$ cat src/rtl/irq_trk_pkg.sv
package irq_trk_pkg;

   typedef enum logic {
      TRIG_LEVEL = 1'b0,
      TRIG_EDGE  = 1'b1
   } trig_e;

   localparam int unsigned MAX_LINES = 1024;

endpackage

$ cat src/rtl/irq_sync.sv
module irq_sync #(
   parameter int unsigned WIDTH  = 16,
   parameter int unsigned STAGES = 2
) (
   input  logic             clk,
   input  logic             rst_n,
   input  logic [WIDTH-1:0] d,
   output logic [WIDTH-1:0] q
);

   generate
      if (STAGES == 0) begin : g_bypass
         assign q = d;
      end else begin : g_chain
         logic [WIDTH-1:0] stg_q [STAGES];
         always_ff @(posedge clk or negedge rst_n) begin
            if (!rst_n) begin
               for (int s = 0; s < int'(STAGES); s++) stg_q[s] <= '0;
            end else begin
               stg_q[0] <= d;
               for (int s = 1; s < int'(STAGES); s++) stg_q[s] <= stg_q[s-1];
            end
         end
         assign q = stg_q[STAGES-1];
      end
   endgenerate

endmodule

$ cat src/rtl/irq_line_cell.sv
module irq_line_cell
   import irq_trk_pkg::*;
(
   input  logic clk,
   input  logic rst_n,
   input  logic sync_in,
   input  logic cfg_edge,
   input  logic cfg_no_active,
   input  logic set_hit,
   input  logic deact_hit,
   input  logic ack_hit,
   output logic pend_o,
   output logic act_o
);

   trig_e mode;
   logic  prev_q, pend_q, act_q;
   logic  edge_ev, ack_sel, act_d, pend_d;

   assign mode    = cfg_edge ? TRIG_EDGE : TRIG_LEVEL;
   assign edge_ev = sync_in & ~prev_q;
   assign ack_sel = ack_hit & pend_q;

   always_comb begin
      act_d = act_q & ~deact_hit;
      if (set_hit) act_d = 1'b1;
      if (ack_sel) act_d = 1'b1;
      if (cfg_no_active) act_d = 1'b0;
   end

   always_comb begin
      case (mode)
         TRIG_EDGE: pend_d = (pend_q & ~ack_sel) | edge_ev;
         default:   pend_d = sync_in & ~act_d & ~ack_sel;
      endcase
   end

   always_ff @(posedge clk or negedge rst_n) begin
      if (!rst_n) begin
         prev_q <= 1'b0;
         pend_q <= 1'b0;
         act_q  <= 1'b0;
      end else begin
         prev_q <= sync_in;
         pend_q <= pend_d;
         act_q  <= act_d;
      end
   end

   assign pend_o = pend_q;
   assign act_o  = act_q;

   p_level_active_mute_r3: assert property (@(posedge clk) disable iff (!rst_n)
      (act_q && mode == TRIG_LEVEL && $stable(cfg_edge)) |-> !pend_q);

   p_ack_sets_active_r4: assert property (@(posedge clk) disable iff (!rst_n)
      (ack_hit && pend_q && !cfg_no_active) |=> act_q);

   p_deact_resample_r5: assert property (@(posedge clk) disable iff (!rst_n)
      (mode == TRIG_LEVEL && deact_hit && !set_hit && sync_in && !cfg_no_active
       && !(ack_hit && pend_q)) |=> pend_q);

   p_set_active_r6: assert property (@(posedge clk) disable iff (!rst_n)
      (set_hit && !cfg_no_active) |=> act_q);

   p_edge_sets_pend_r7: assert property (@(posedge clk) disable iff (!rst_n)
      (mode == TRIG_EDGE && sync_in && !prev_q) |=> pend_q);

   p_no_active_class_r8: assert property (@(posedge clk) disable iff (!rst_n)
      ((set_hit || (ack_hit && pend_q)) && cfg_no_active) |=> !act_q);

   p_ack_clears_pend_r8: assert property (@(posedge clk) disable iff (!rst_n)
      (ack_hit && pend_q && !(mode == TRIG_EDGE && sync_in && !prev_q)) |=> !pend_q);

   p_set_beats_deact_r10: assert property (@(posedge clk) disable iff (!rst_n)
      (set_hit && deact_hit && !cfg_no_active) |=> act_q);

endmodule

$ cat src/rtl/irq_prio_pick.sv
module irq_prio_pick #(
   parameter int unsigned N   = 16,
   parameter int unsigned IDW = 4
) (
   input  logic [N-1:0]   req,
   output logic           valid,
   output logic [IDW-1:0] id
);

   always_comb begin
      id = '0;
      for (int i = int'(N) - 1; i >= 0; i--) begin
         if (req[i]) id = IDW'(i);
      end
   end

   assign valid = |req;

endmodule

$ cat src/rtl/irq_state_tracker.sv
module irq_state_tracker #(
   parameter  int unsigned NUM_LINES   = 16,
   parameter  int unsigned SYNC_STAGES = 2,
   localparam int unsigned IDW         = (NUM_LINES > 1) ? $clog2(NUM_LINES) : 1
) (
   input  logic                 clk,
   input  logic                 rst_n,
   input  logic [NUM_LINES-1:0] irq_in,
   input  logic [NUM_LINES-1:0] cfg_edge,
   input  logic [NUM_LINES-1:0] cfg_no_active,
   input  logic                 set_act_valid,
   input  logic [IDW-1:0]       set_act_id,
   input  logic                 deact_valid,
   input  logic [IDW-1:0]       deact_id,
   input  logic                 ack_valid,
   input  logic [IDW-1:0]       ack_id,
   output logic                 host_irq,
   output logic                 sel_valid,
   output logic [IDW-1:0]       sel_id,
   output logic [NUM_LINES-1:0] pending_vec,
   output logic [NUM_LINES-1:0] active_vec
);

   generate
      if (NUM_LINES < 2 || NUM_LINES > irq_trk_pkg::MAX_LINES) begin : g_bad_lines
         $error("irq_state_tracker: NUM_LINES out of range");
      end
      if (SYNC_STAGES > 4) begin : g_bad_sync
         $error("irq_state_tracker: SYNC_STAGES above 4");
      end
   endgenerate

   logic [NUM_LINES-1:0] sync_vec;
   logic [NUM_LINES-1:0] req_vec;

   irq_sync #(
      .WIDTH (NUM_LINES),
      .STAGES(SYNC_STAGES)
   ) u_sync (
      .clk  (clk),
      .rst_n(rst_n),
      .d    (irq_in),
      .q    (sync_vec)
   );

   generate
      for (genvar i = 0; i < int'(NUM_LINES); i++) begin : g_line
         logic set_hit, deact_hit, ack_hit;
         assign set_hit   = set_act_valid && (set_act_id == IDW'(i));
         assign deact_hit = deact_valid   && (deact_id   == IDW'(i));
         assign ack_hit   = ack_valid     && (ack_id     == IDW'(i));

         irq_line_cell u_cell (
            .clk          (clk),
            .rst_n        (rst_n),
            .sync_in      (sync_vec[i]),
            .cfg_edge     (cfg_edge[i]),
            .cfg_no_active(cfg_no_active[i]),
            .set_hit      (set_hit),
            .deact_hit    (deact_hit),
            .ack_hit      (ack_hit),
            .pend_o       (pending_vec[i]),
            .act_o        (active_vec[i])
         );
      end
   endgenerate

   assign req_vec  = pending_vec & ~active_vec;
   assign host_irq = |req_vec;

   irq_prio_pick #(
      .N  (NUM_LINES),
      .IDW(IDW)
   ) u_pick (
      .req  (req_vec),
      .valid(sel_valid),
      .id   (sel_id)
   );

   p_sel_is_request_r9: assert property (@(posedge clk) disable iff (!rst_n)
      sel_valid |-> (pending_vec[sel_id] && !active_vec[sel_id]));

   p_sel_matches_irq_r9: assert property (@(posedge clk) disable iff (!rst_n)
      sel_valid == host_irq);

endmodule

$ cat config.mk
export PLATFORM = sky130hd
export DESIGN_NAME = irq_state_tracker
export DESIGN_NICKNAME = d
export VERILOG_FILES = /design/src/rtl/irq_trk_pkg.sv /design/src/rtl/irq_sync.sv /design/src/rtl/irq_line_cell.sv /design/src/rtl/irq_prio_pick.sv /design/src/rtl/irq_state_tracker.sv
export SDC_FILE = /design/constraint.sdc
export NUM_CORES = 1
export LEC_CHECK = 0
export BUFFER_PORTS_ARGS = -buffer_cell sky130_fd_sc_hd__buf_4
export CAP_MARGIN = 25
export CORE_UTILIZATION = 47
export DETAILED_ROUTE_END_ITERATION = 10
export GPL_TIMING_DRIVEN = 0
export PLACE_DENSITY = 0.76
export SLEW_MARGIN = 20
export SYNTH_ARGS = -nofsm -noshare
export SYNTH_HDL_FRONTEND = slang
export SYNTH_SLANG_ARGS = --single-unit
$ cat constraint.sdc
create_clock -name clk -period 1.38 [get_ports clk]
set_clock_uncertainty 0.15 [all_clocks]
set_input_delay 0 -clock clk [delete_from_list [all_inputs] [get_ports clk]]
set_output_delay 0 -clock clk [all_outputs]
set_load 0.1 [all_outputs]
==> results of run 1 <==
[area by class of cell]
| type | instances | area [sq um] | area share |
|---|---|---|---|
| Tap cell | 102 | 128 | 0.0202 |
| Clock inverter | 6 | 55.1 | 0.00869 |
| Sequential cell | 80 | 2010 | 0.318 |
| Multi-Input combinational cell | 229 | 1840 | 0.291 |
| Timing Repair Buffer | 185 | 1780 | 0.282 |
| Clock buffer | 10 | 138 | 0.0217 |
| Buffer | 37 | 300 | 0.0474 |
| Inverter | 20 | 75.1 | 0.0119 |
[cells by family (layout without fill, tap and decap cells)]
group           after synthesis  in the layout  synth area share
simple gates                126            126             0.184
compound gates              103            103             0.196
flops                        80             80             0.525
buf+inv                      58            258            0.0952
[power by group through the flow]
stage / sequential (mW) / combinational (mW) / clock, mW
after global placement: 2.72 / 2.12 / 0
after global routing: 2.70 / 2.98 / 1.81
after detailed placement: 2.74 / 2.15 / 0
after floorplan: 2.68 / 1.63 / 0
final: 2.68 / 2.87 / 1.71
after CTS: 2.66 / 2.63 / 1.73
[worst reg2reg max path, delay by kind of cell, from the launching register on]
kind	cells	cell delay, ns
buf+inv	1	0.17
flops	1	0.41
compound gates	4	0.73
[path summary, 6_finish.rpt]
| check | start | to | slack [ns] | depth (start not counted) |
|---|---|---|---|---|
| max in group asynchronous | rst_n | g_line[2].u_cell.act_o | 0.43 | 2 |
| worst min register to register | u_sync.g_chain.stg_q[23] | u_sync.q[7] | 0.21 | 0 |
| worst max register to register | g_line[7].u_cell.pend_o | g_line[7].u_cell.pend_o | -0.13 | 5 |
| worst max-delay path | g_line[7].u_cell.pend_o | sel_id[0] | -0.60 | 6 |
| min in group asynchronous | rst_n | g_line[5].u_cell.prev_q | 0.08 | 2 |
| worst min-delay path | ack_id[0] | g_line[4].u_cell.pend_o | -0.04 | 4 |
[layout by cell type (no fill, tap or decap), types with 10 or more instances in the layout]
cell / count
o21ai_1: 10
nand3_1: 13
buf_4: 117
nand2b_1: 16
buf_12: 12
dfrtp_1: 73
a21oi_2: 14
nor2b_4: 10
o21ai_0: 18
clkbuf_8: 10
inv_1: 20
a32oi_2: 12
o21bai_1: 11
buf_6: 31
nand2_1: 29
dlygate4sd3_1: 59
[stage by stage]
stage	TNS (ns)	instance area, sq um	total power [mW]	utilization
after detailed placement	-2.89	4920	4.89	0.634
after floorplan	-1.31	4030	4.31	-
after CTS	-3.29	6070	7.03	0.782
after global routing	-5.06	6330	7.50	0.815
after global placement	-2.51	4920	4.84	0.634
final	-3.86	6330	7.25	0.815
[sequential cells by signal, summed over array words and instances, names as in the netlist]
signal                flops
g_line.u_cell.act_o      16
u_sync.g_chain.stg_q     16
u_sync.q                 16
g_line.u_cell.prev_q     16
g_line.u_cell.pend_o     16
[per-layer routing]
metal  up-vias  global-route usage
met5         -                   0
met4         0               0.138
met3        43              0.0605
met2       177               0.496
met1      1806               0.334
li1       1667                   -
[timing repair]
item | CTS | global route
resized for setup | 57 | 49
gates cloned | 0 | 0
pin swaps | 12 | 21
endpoints found under the setup margin | 14 | 43
setup buffers | 16 | 11
endpoints found under the hold margin | 128 | 7
==> impl_metrics.yaml, run 1 <==
route:
  wl_met2_microns: 6240
  highest_layer: "met4"
  drtPass1Iterations: 5
  dr_total_vias: 3693
  wire_per_inst_microns: 18.0
  drt-met1-wl_microns: 4590
  drc: 0
  routed_wl_microns: 12100
  ant_nets: 0
  met3_length_microns: 763
  via_per_inst: 5.52
  drtIter0Drc: 210
sta:
  max_freq_mhz: 504
  finalSetupViolCount: 18
  max_slew_margin: 0.513
  rsz0062_at_grt: "yes"
  worst_pin_slew_ns: 0.730
  fin_ws_ns: -0.604
  final.period_utilization: 1.44
  holdWs_ns: -0.0413
  finalHoldViolations: 7
  finalCriticalPeriod_ns: 1.98
  slew_violations: 0
clock_tree:
  cts_buffers: 9
  cts_tree: "done"
  cts-hold-fix-buffers: 59
  cts-root-buf: "clkbuf_8"
  cts_sinks: 80
  clk_pin_slew_ns: 0.09
  cts-htree-levels: 3
  clk_latency_ns: 0.36
  clockBufferDepth: 2
finish:
  nNetsFinal: 627
  stdcell_count: 669
  syn_to_final_growth_pct: 66.1
  fillers: 453
  diodes: 0
  drive_gt1_frac: 0.464
setup_path:
  crit_type: "reg -> out"
  critPathSlowestCell: "dfrtp_1"
  cp.arrival_ns: 1.83
  critical_path.cell_chain: "nor2b_4, or3b_4, a21oi_2, nor4_2, o2bb2ai_4, buf_12"
  path_delay_family: "simple AND/OR/NAND/NOR gates"
  endpoint_kind: "output pin"
  max_stage_delay_ns: 0.41
  critPathRequiredTime_ns: 1.23
  crit_fanout: 3
  start_kind: "flop"
  timing.critical_path.buf_inv: 1
yosys:
  synth_top_area_cell: "dfrtp_1"
  syn_avg_cell_area_sq_um: 10.4
  synth_cells: 367
  synth_edf_count: 0
  synth_top_area_frac: 0.525
  ys_ff_latch: 80
  async_flop_share: 1.00
  syn_area_sq_um: 3810
  yosysWarnings: 0
  synth-seq-area-share: 0.525
  ys_types: 39
  synthMostInstantiatedCell: "dfrtp_1"
  synth_area_leaders: "dfrtp_1 (53%), buf_4 (6.7%), nand2b_1 (3.3%), nand2_1 (3.2%), o21ai_0 (2.8%)"
  synth_nets: 432
  yosys_most_used_dff: "dfrtp_1"
  yosys-top-cells-count: "dfrtp_1 (80), buf_4 (34), nand2_1 (32)"
power:
  clock_power_share: 0.235
  power.share.switching: 0.385
  p_leak_nw: 2.91
  power_frac_seq: 0.370
  combPwrFrac: 0.395
  intPower_mw: 4.46
  pwr_density_cell_nw_per_um2: 1150
  peakVddDrop_mv: 0.948
  switchingPower_mw: 2.79
global_route:
  grt_overflow_total: 0
  grt_pass1_vias: 3804
  antenna_found_initial: 0
  track_usage: 0.285
  grt_max_degree: 81
  grt_pass1_wl_microns: 18500
placed_design:
  place_ws_ns: -0.364
  dp.cells: 571
  gp_congestion: 0.844
  dp_hpwl_microns: 7360
  io_buffers: 102
die:
  die_area_sq_um: 8480
  io_pins: 103
  std_cell_rows: 32
  die_w_microns: 92.1
  start_util: 0.491
  die_h_microns: 92.1
  core_sq_um: 7770
outcome:
  violations: "hold timing, setup timing"
  status: "complete, but fails checks"
min_path:
  min_path_type: "in -> reg"
run:
  maxCapViolCount: 0
Note: power is estimated with default switching activity, not from simulation.
==> run 2: changes to the inputs <==
Settings changed: CORE_UTILIZATION 47 to 46, PLACE_DENSITY 0.76 to 0.74.
==> run 2 against run 1 <==
  * The run still ends with hold timing, setup timing left
  * Design area is 2.7% higher
  * Register-to-register slack got worse by 0.05 ns
  * Global-route usage shrank 0.53 points
  * Total power is 6.8% higher
  * Via count fell by 0.76%
  * Clock-buffer cell count unchanged
  * Combinational power up 5%
  * Die area grew 2.1%
  * Cell count increased by 0.45%
  * Utilization up 0.96 points
  * Routed wire length increased by 0.93%
  * Critical path type unchanged
  * Largest cell class unchanged
==> impl_metrics.yaml, run 2 (same netlist as run 1, synthesis figures left out) <==
outcome:
  status: "complete, but fails checks"
  violations: "hold timing, setup timing"
sta:
  holdWs_ns: -0.0306
  final.period_utilization: 1.45
  fin_ws_ns: -0.622
  rsz0062_at_grt: "yes"
  max_slew_margin: 0.516
  slew_violations: 0
  finalSetupViolCount: 17
  finalCriticalPeriod_ns: 2.00
  worst_pin_slew_ns: 0.726
  max_freq_mhz: 500
  finalHoldViolations: 7
setup_path:
  crit_fanout: 2
  critical_path.endpoint: "sel_id[1]"
  r2r_end: "g_line[7].u_cell.pend_o"
  startpoint: "g_line[6].u_cell.act_o"
  critPathRequiredTime_ns: 1.23
  r2r_cells: 6
  endpoint_kind: "output pin"
  cp.arrival_ns: 1.85
  r2r_start: "g_line[7].u_cell.pend_o"
  start_kind: "flop"
  crit_type: "reg -> out"
  reg2reg_slack_ns: -0.18
die:
  die_h_microns: 93.0
  die_area_sq_um: 8660
  core_sq_um: 7890
  start_util: 0.483
  io_pins: 103
  std_cell_rows: 32
  die_w_microns: 93.0
clock_tree:
  clockBufferDepth: 2
  cts_tree: "done"
  cts-root-buf: "clkbuf_8"
  cts-htree-levels: 3
  cts_buffers: 9
  clk_pin_slew_ns: 0.10
  cts_sinks: 80
  clk_latency_ns: 0.37
finish:
  syn_to_final_growth_pct: 70.7
  final_common_cell: "buf_4"
  nNetsFinal: 630
  multiInputGateArea_sq_um: 1870
  final_core_util: 0.825
  diodes: 0
  mostFrequentLayoutCells: "buf_4 (117), dfrtp_1 (71), dlygate4sd3_1 (58), nand2_1 (28), buf_6 (28)"
  drive_gt1_frac: 0.474
  fillers: 430
  design_area_sq_um: 6510
  seqCellArea_sq_um: 2010
route:
  drtPass1Iterations: 5
  via_per_inst: 5.45
  wire_per_inst_microns: 18.1
  drtIter0Drc: 236
  routed_wl_microns: 12200
  dr_total_vias: 3665
  drc: 0
  ant_nets: 0
min_path:
  worstHoldStart: "ack_id[3]"
  min_path_type: "in -> reg"
placed_design:
  place_ws_ns: -0.386
  gp_congestion: 0.842
  io_buffers: 102
  place_area_sq_um: 4920
  dp_hpwl_microns: 7300
power:
  peakVddDrop_mv: 1.02
  pwr_density_cell_nw_per_um2: 1190
  p_leak_nw: 2.97
run:
  maxCapViolCount: 0
global_route:
  track_usage: 0.280
  grt_overflow_total: 0
  grt_max_degree: 81
  grt_pass1_vias: 3711
  antenna_found_initial: 0
  grt_pass1_wl_microns: 18400
## run 2: worst max-delay path, cell delays in order, from the launching register on
cell and delay (ns):
dfrtp_1 0.41, nand2b_4 0.17, nor2b_2 0.18, nand2b_4 0.15, a311oi_4 0.36, buf_12 0.22
## run 2: final cells by class
cell class / count / area share
plain buffers: 37 / 0.0485
clock buffers: 10 / 0.0212
clock inverters: 6 / 0.0150
inverters: 20 / 0.0115
multi-input cells: 229 / 0.287
flip-flops and latches: 80 / 0.309
well taps: 102 / 0.0196
repair buffers: 188 / 0.287
## run 2: per-stage QoR
stage / TNS (ns) / std cells / total power [mW] / hold slack (ns)
floorplan: -1.31 / 367 / 4.31 / -0.446
global placement: -2.53 / 571 / 4.84 / -0.0409
CTS: -5.48 / 664 / 7.50 / -0.0564
detailed placement: -2.90 / 571 / 4.89 / -0.0396
finish: -4.20 / 672 / 7.74 / -0.0306
global route: -5.15 / 672 / 8.00 / -0.00649
## run 2: worst min path at each step
stage / endpoint / depth (start not counted)
2_1_floorplan: g_line[0].u_cell.act_o / 0
3_3_place_gp: u_sync.g_chain.stg_q[20] / 1
3_5_place_dp: u_sync.g_chain.stg_q[21] / 1
4_1_cts: g_line[9].u_cell.act_o / 4
5_1_grt: g_line[6].u_cell.pend_o / 4
6_report: g_line[6].u_cell.pend_o / 4
## run 2: per-layer routing
layer,vias to the layer above,GRT usage,routed length [microns]
met5,-,0,0
met4,0,0.105,420
met3,36,0.0463,777
met2,166,0.493,6270
met1,1788,0.344,4700
li1,1675,-,-
## run 2: report_power, final
| group | internal, mW | switching, mW | leakage (nW) |
|---|---|---|---|
| clock | 1.10 | 0.958 | 0.119 |
| combinational | 1.30 | 1.71 | 1.90 |
| sequential | 2.52 | 0.160 | 0.954 |
## run 2: timing repair
| item | CTS | global route |
|---|---|---|
| buffers inserted | 19 | 13 |
| pin swaps | 15 | 20 |
| resized for setup | 84 | 49 |
| hold endpoints to repair | 128 | 8 |
| hold buffers | 58 | 2 |
| setup endpoints to repair | 22 | 45 |
==> run 3: changes to the inputs <==
Settings changed: BUFFER_PORTS_ARGS -buffer_cell sky130_fd_sc_hd__buf_4 to -buffer_cell sky130_fd_sc_hd__buf_2.
==> run 3 against run 2 <==
  * The run still ends with hold timing, setup timing left
  * Routed wire length down 1.5%
  * Setup slack lost 0.015 ns
  * Clock-buffer cell count is 1 lower
  * Critical path type unchanged
  * Highest routed layer unchanged
  * Via count increased by 2.1%
==> impl_metrics.yaml, run 3 (same netlist as run 1, synthesis figures left out) <==
setup_path:
  r2r_cells: 6
  crit_fanout: 4
  endpoint_kind: "output pin"
  crit_type: "reg -> out"
  reg2reg_slack_ns: -0.18
  r2r_end: "g_line[6].u_cell.pend_o"
  critical_path.endpoint: "sel_id[0]"
  cp.arrival_ns: 1.87
  critPathRequiredTime_ns: 1.23
  r2r_start: "g_line[6].u_cell.pend_o"
  startpoint: "g_line[15].u_cell.act_o"
  start_kind: "flop"
sta:
  holdWs_ns: -0.0201
  slew_violations: 0
  fin_ws_ns: -0.636
  finalSetupViolCount: 17
  final.period_utilization: 1.46
  finalCriticalPeriod_ns: 2.02
  worst_pin_slew_ns: 0.635
  rsz0062_at_grt: "yes"
  finalHoldViolations: 4
  max_slew_margin: 0.576
  max_freq_mhz: 496
finish:
  fillers: 445
  final_common_cell: "dfrtp_1"
  syn_to_final_growth_pct: 65.1
  mostFrequentLayoutCells: "dfrtp_1 (77), buf_2 (65), dlygate4sd3_1 (58), buf_4 (52), buf_6 (36)"
  nNetsFinal: 633
  final_core_util: 0.798
  drive_gt1_frac: 0.465
  design_area_sq_um: 6290
  diodes: 0
  stdcell_count: 674
global_route:
  track_usage: 0.278
  grt_pass1_vias: 3721
  grt_pass1_wl_microns: 18100
  grt_overflow_total: 0
  grt_max_degree: 44
  antenna_found_initial: 0
route:
  routed_wl_microns: 12000
  drc: 0
  drtIter0Drc: 266
  drtPass1Iterations: 5
  dr_total_vias: 3743
  wire_per_inst_microns: 17.8
  via_per_inst: 5.55
  ant_nets: 0
clock_tree:
  cts-htree-levels: 3
  cts_buffers: 9
  cts_sinks: 80
  cts-root-buf: "clkbuf_8"
  clk_latency_ns: 0.36
  cts_tree: "done"
  clockBufferDepth: 2
  clk_pin_slew_ns: 0.09
power:
  pwr_density_cell_nw_per_um2: 1160
  peakVddDrop_mv: 0.906
  p_total_mw: 7.29
  p_leak_nw: 2.91
die:
  std_cell_rows: 32
  die_w_microns: 93.0
  die_area_sq_um: 8660
  core_sq_um: 7890
  io_pins: 103
  die_h_microns: 93.0
  start_util: 0.483
placed_design:
  gp_congestion: 0.826
  io_buffers: 102
  dp_hpwl_microns: 7430
  place_area_sq_um: 4690
  dp.cells: 572
min_path:
  min_path_type: "in -> reg"
outcome:
  violations: "hold timing, setup timing"
  status: "complete, but fails checks"
run:
  maxCapViolCount: 0
==> run 3: worst min-delay path by stage <==
| stage | start | end | cells after the start |
|---|---|---|---|
| finish | ack_id[2] | g_line[8].u_cell.act_o | 4 |
| global route | set_act_id[0] | g_line[4].u_cell.act_o | 4 |
| CTS | set_act_id[0] | g_line[10].u_cell.act_o | 4 |
| detailed placement | rst_n | g_line[1].u_cell.act_o | 1 |
| global placement | irq_in[14] | u_sync.g_chain.stg_q[30] | 1 |
| floorplan | rst_n | g_line[0].u_cell.act_o | 0 |
==> run 3: metrics by stage <==
| stage | worst slack [ns] | setup TNS, ns |
|---|---|---|
| floorplan | -0.558 | -1.31 |
| global placement | -0.508 | -36.07 |
| detailed placement | -0.537 | -3.86 |
| CTS | -0.563 | -3.23 |
| global route | -0.712 | -5.19 |
| finish | -0.636 | -4.23 |
==> run 3: layout make-up <==
type                       instances  area [sq um]  area share
sequential                        80          2010       0.319
multi-input combinational        229          1860       0.296
timing repair buffer             190          1720       0.274
buffer                            38           315      0.0501
tap                              102           128      0.0203
clock buffer                       9           124      0.0197
inverter                          20          75.1      0.0119
clock inverter                     6          61.3     0.00974
==> run 3: critical path, cell delays in order (launching register included) <==
cell,delay [ns]
dfrtp_1,0.42
nand2b_1,0.18
o21ai_0,0.21
a21oi_1,0.11
o21ai_2,0.21
o2bb2ai_4,0.17
buf_12,0.19
==> run 3: what timing repair did <==
action / CTS / global route
setup buffers: 17 / 15
endpoints found under the hold margin: 128 / 0
gates resized for setup: 103 / 56
pin swaps: 8 / 20
setup endpoints to repair: 46 / 38
hold buffers: 58 / 0
==> run 3: report_power, final <==
| group | switching [mW] | total [mW] | internal (mW) |
|---|---|---|---|
| Combinational | 1.71 | 2.95 | 1.23 |
| Sequential | 0.154 | 2.67 | 2.51 |
| Clock | 0.854 | 1.67 | 0.819 |
| Total | 2.72 | 7.29 | 4.57 |
==> run 3: per-layer routing <==
layer | vias up | track usage | part of all wire | routed length [microns]
li1 | 1682 | - | - | -
met1 | 1830 | 0.331 | 0.38 | 4540
met2 | 193 | 0.485 | 0.51 | 6130
met3 | 38 | 0.0520 | 0.072 | 859
met4 | 0 | 0.129 | 0.038 | 454
met5 | - | 0 | 0 | 0
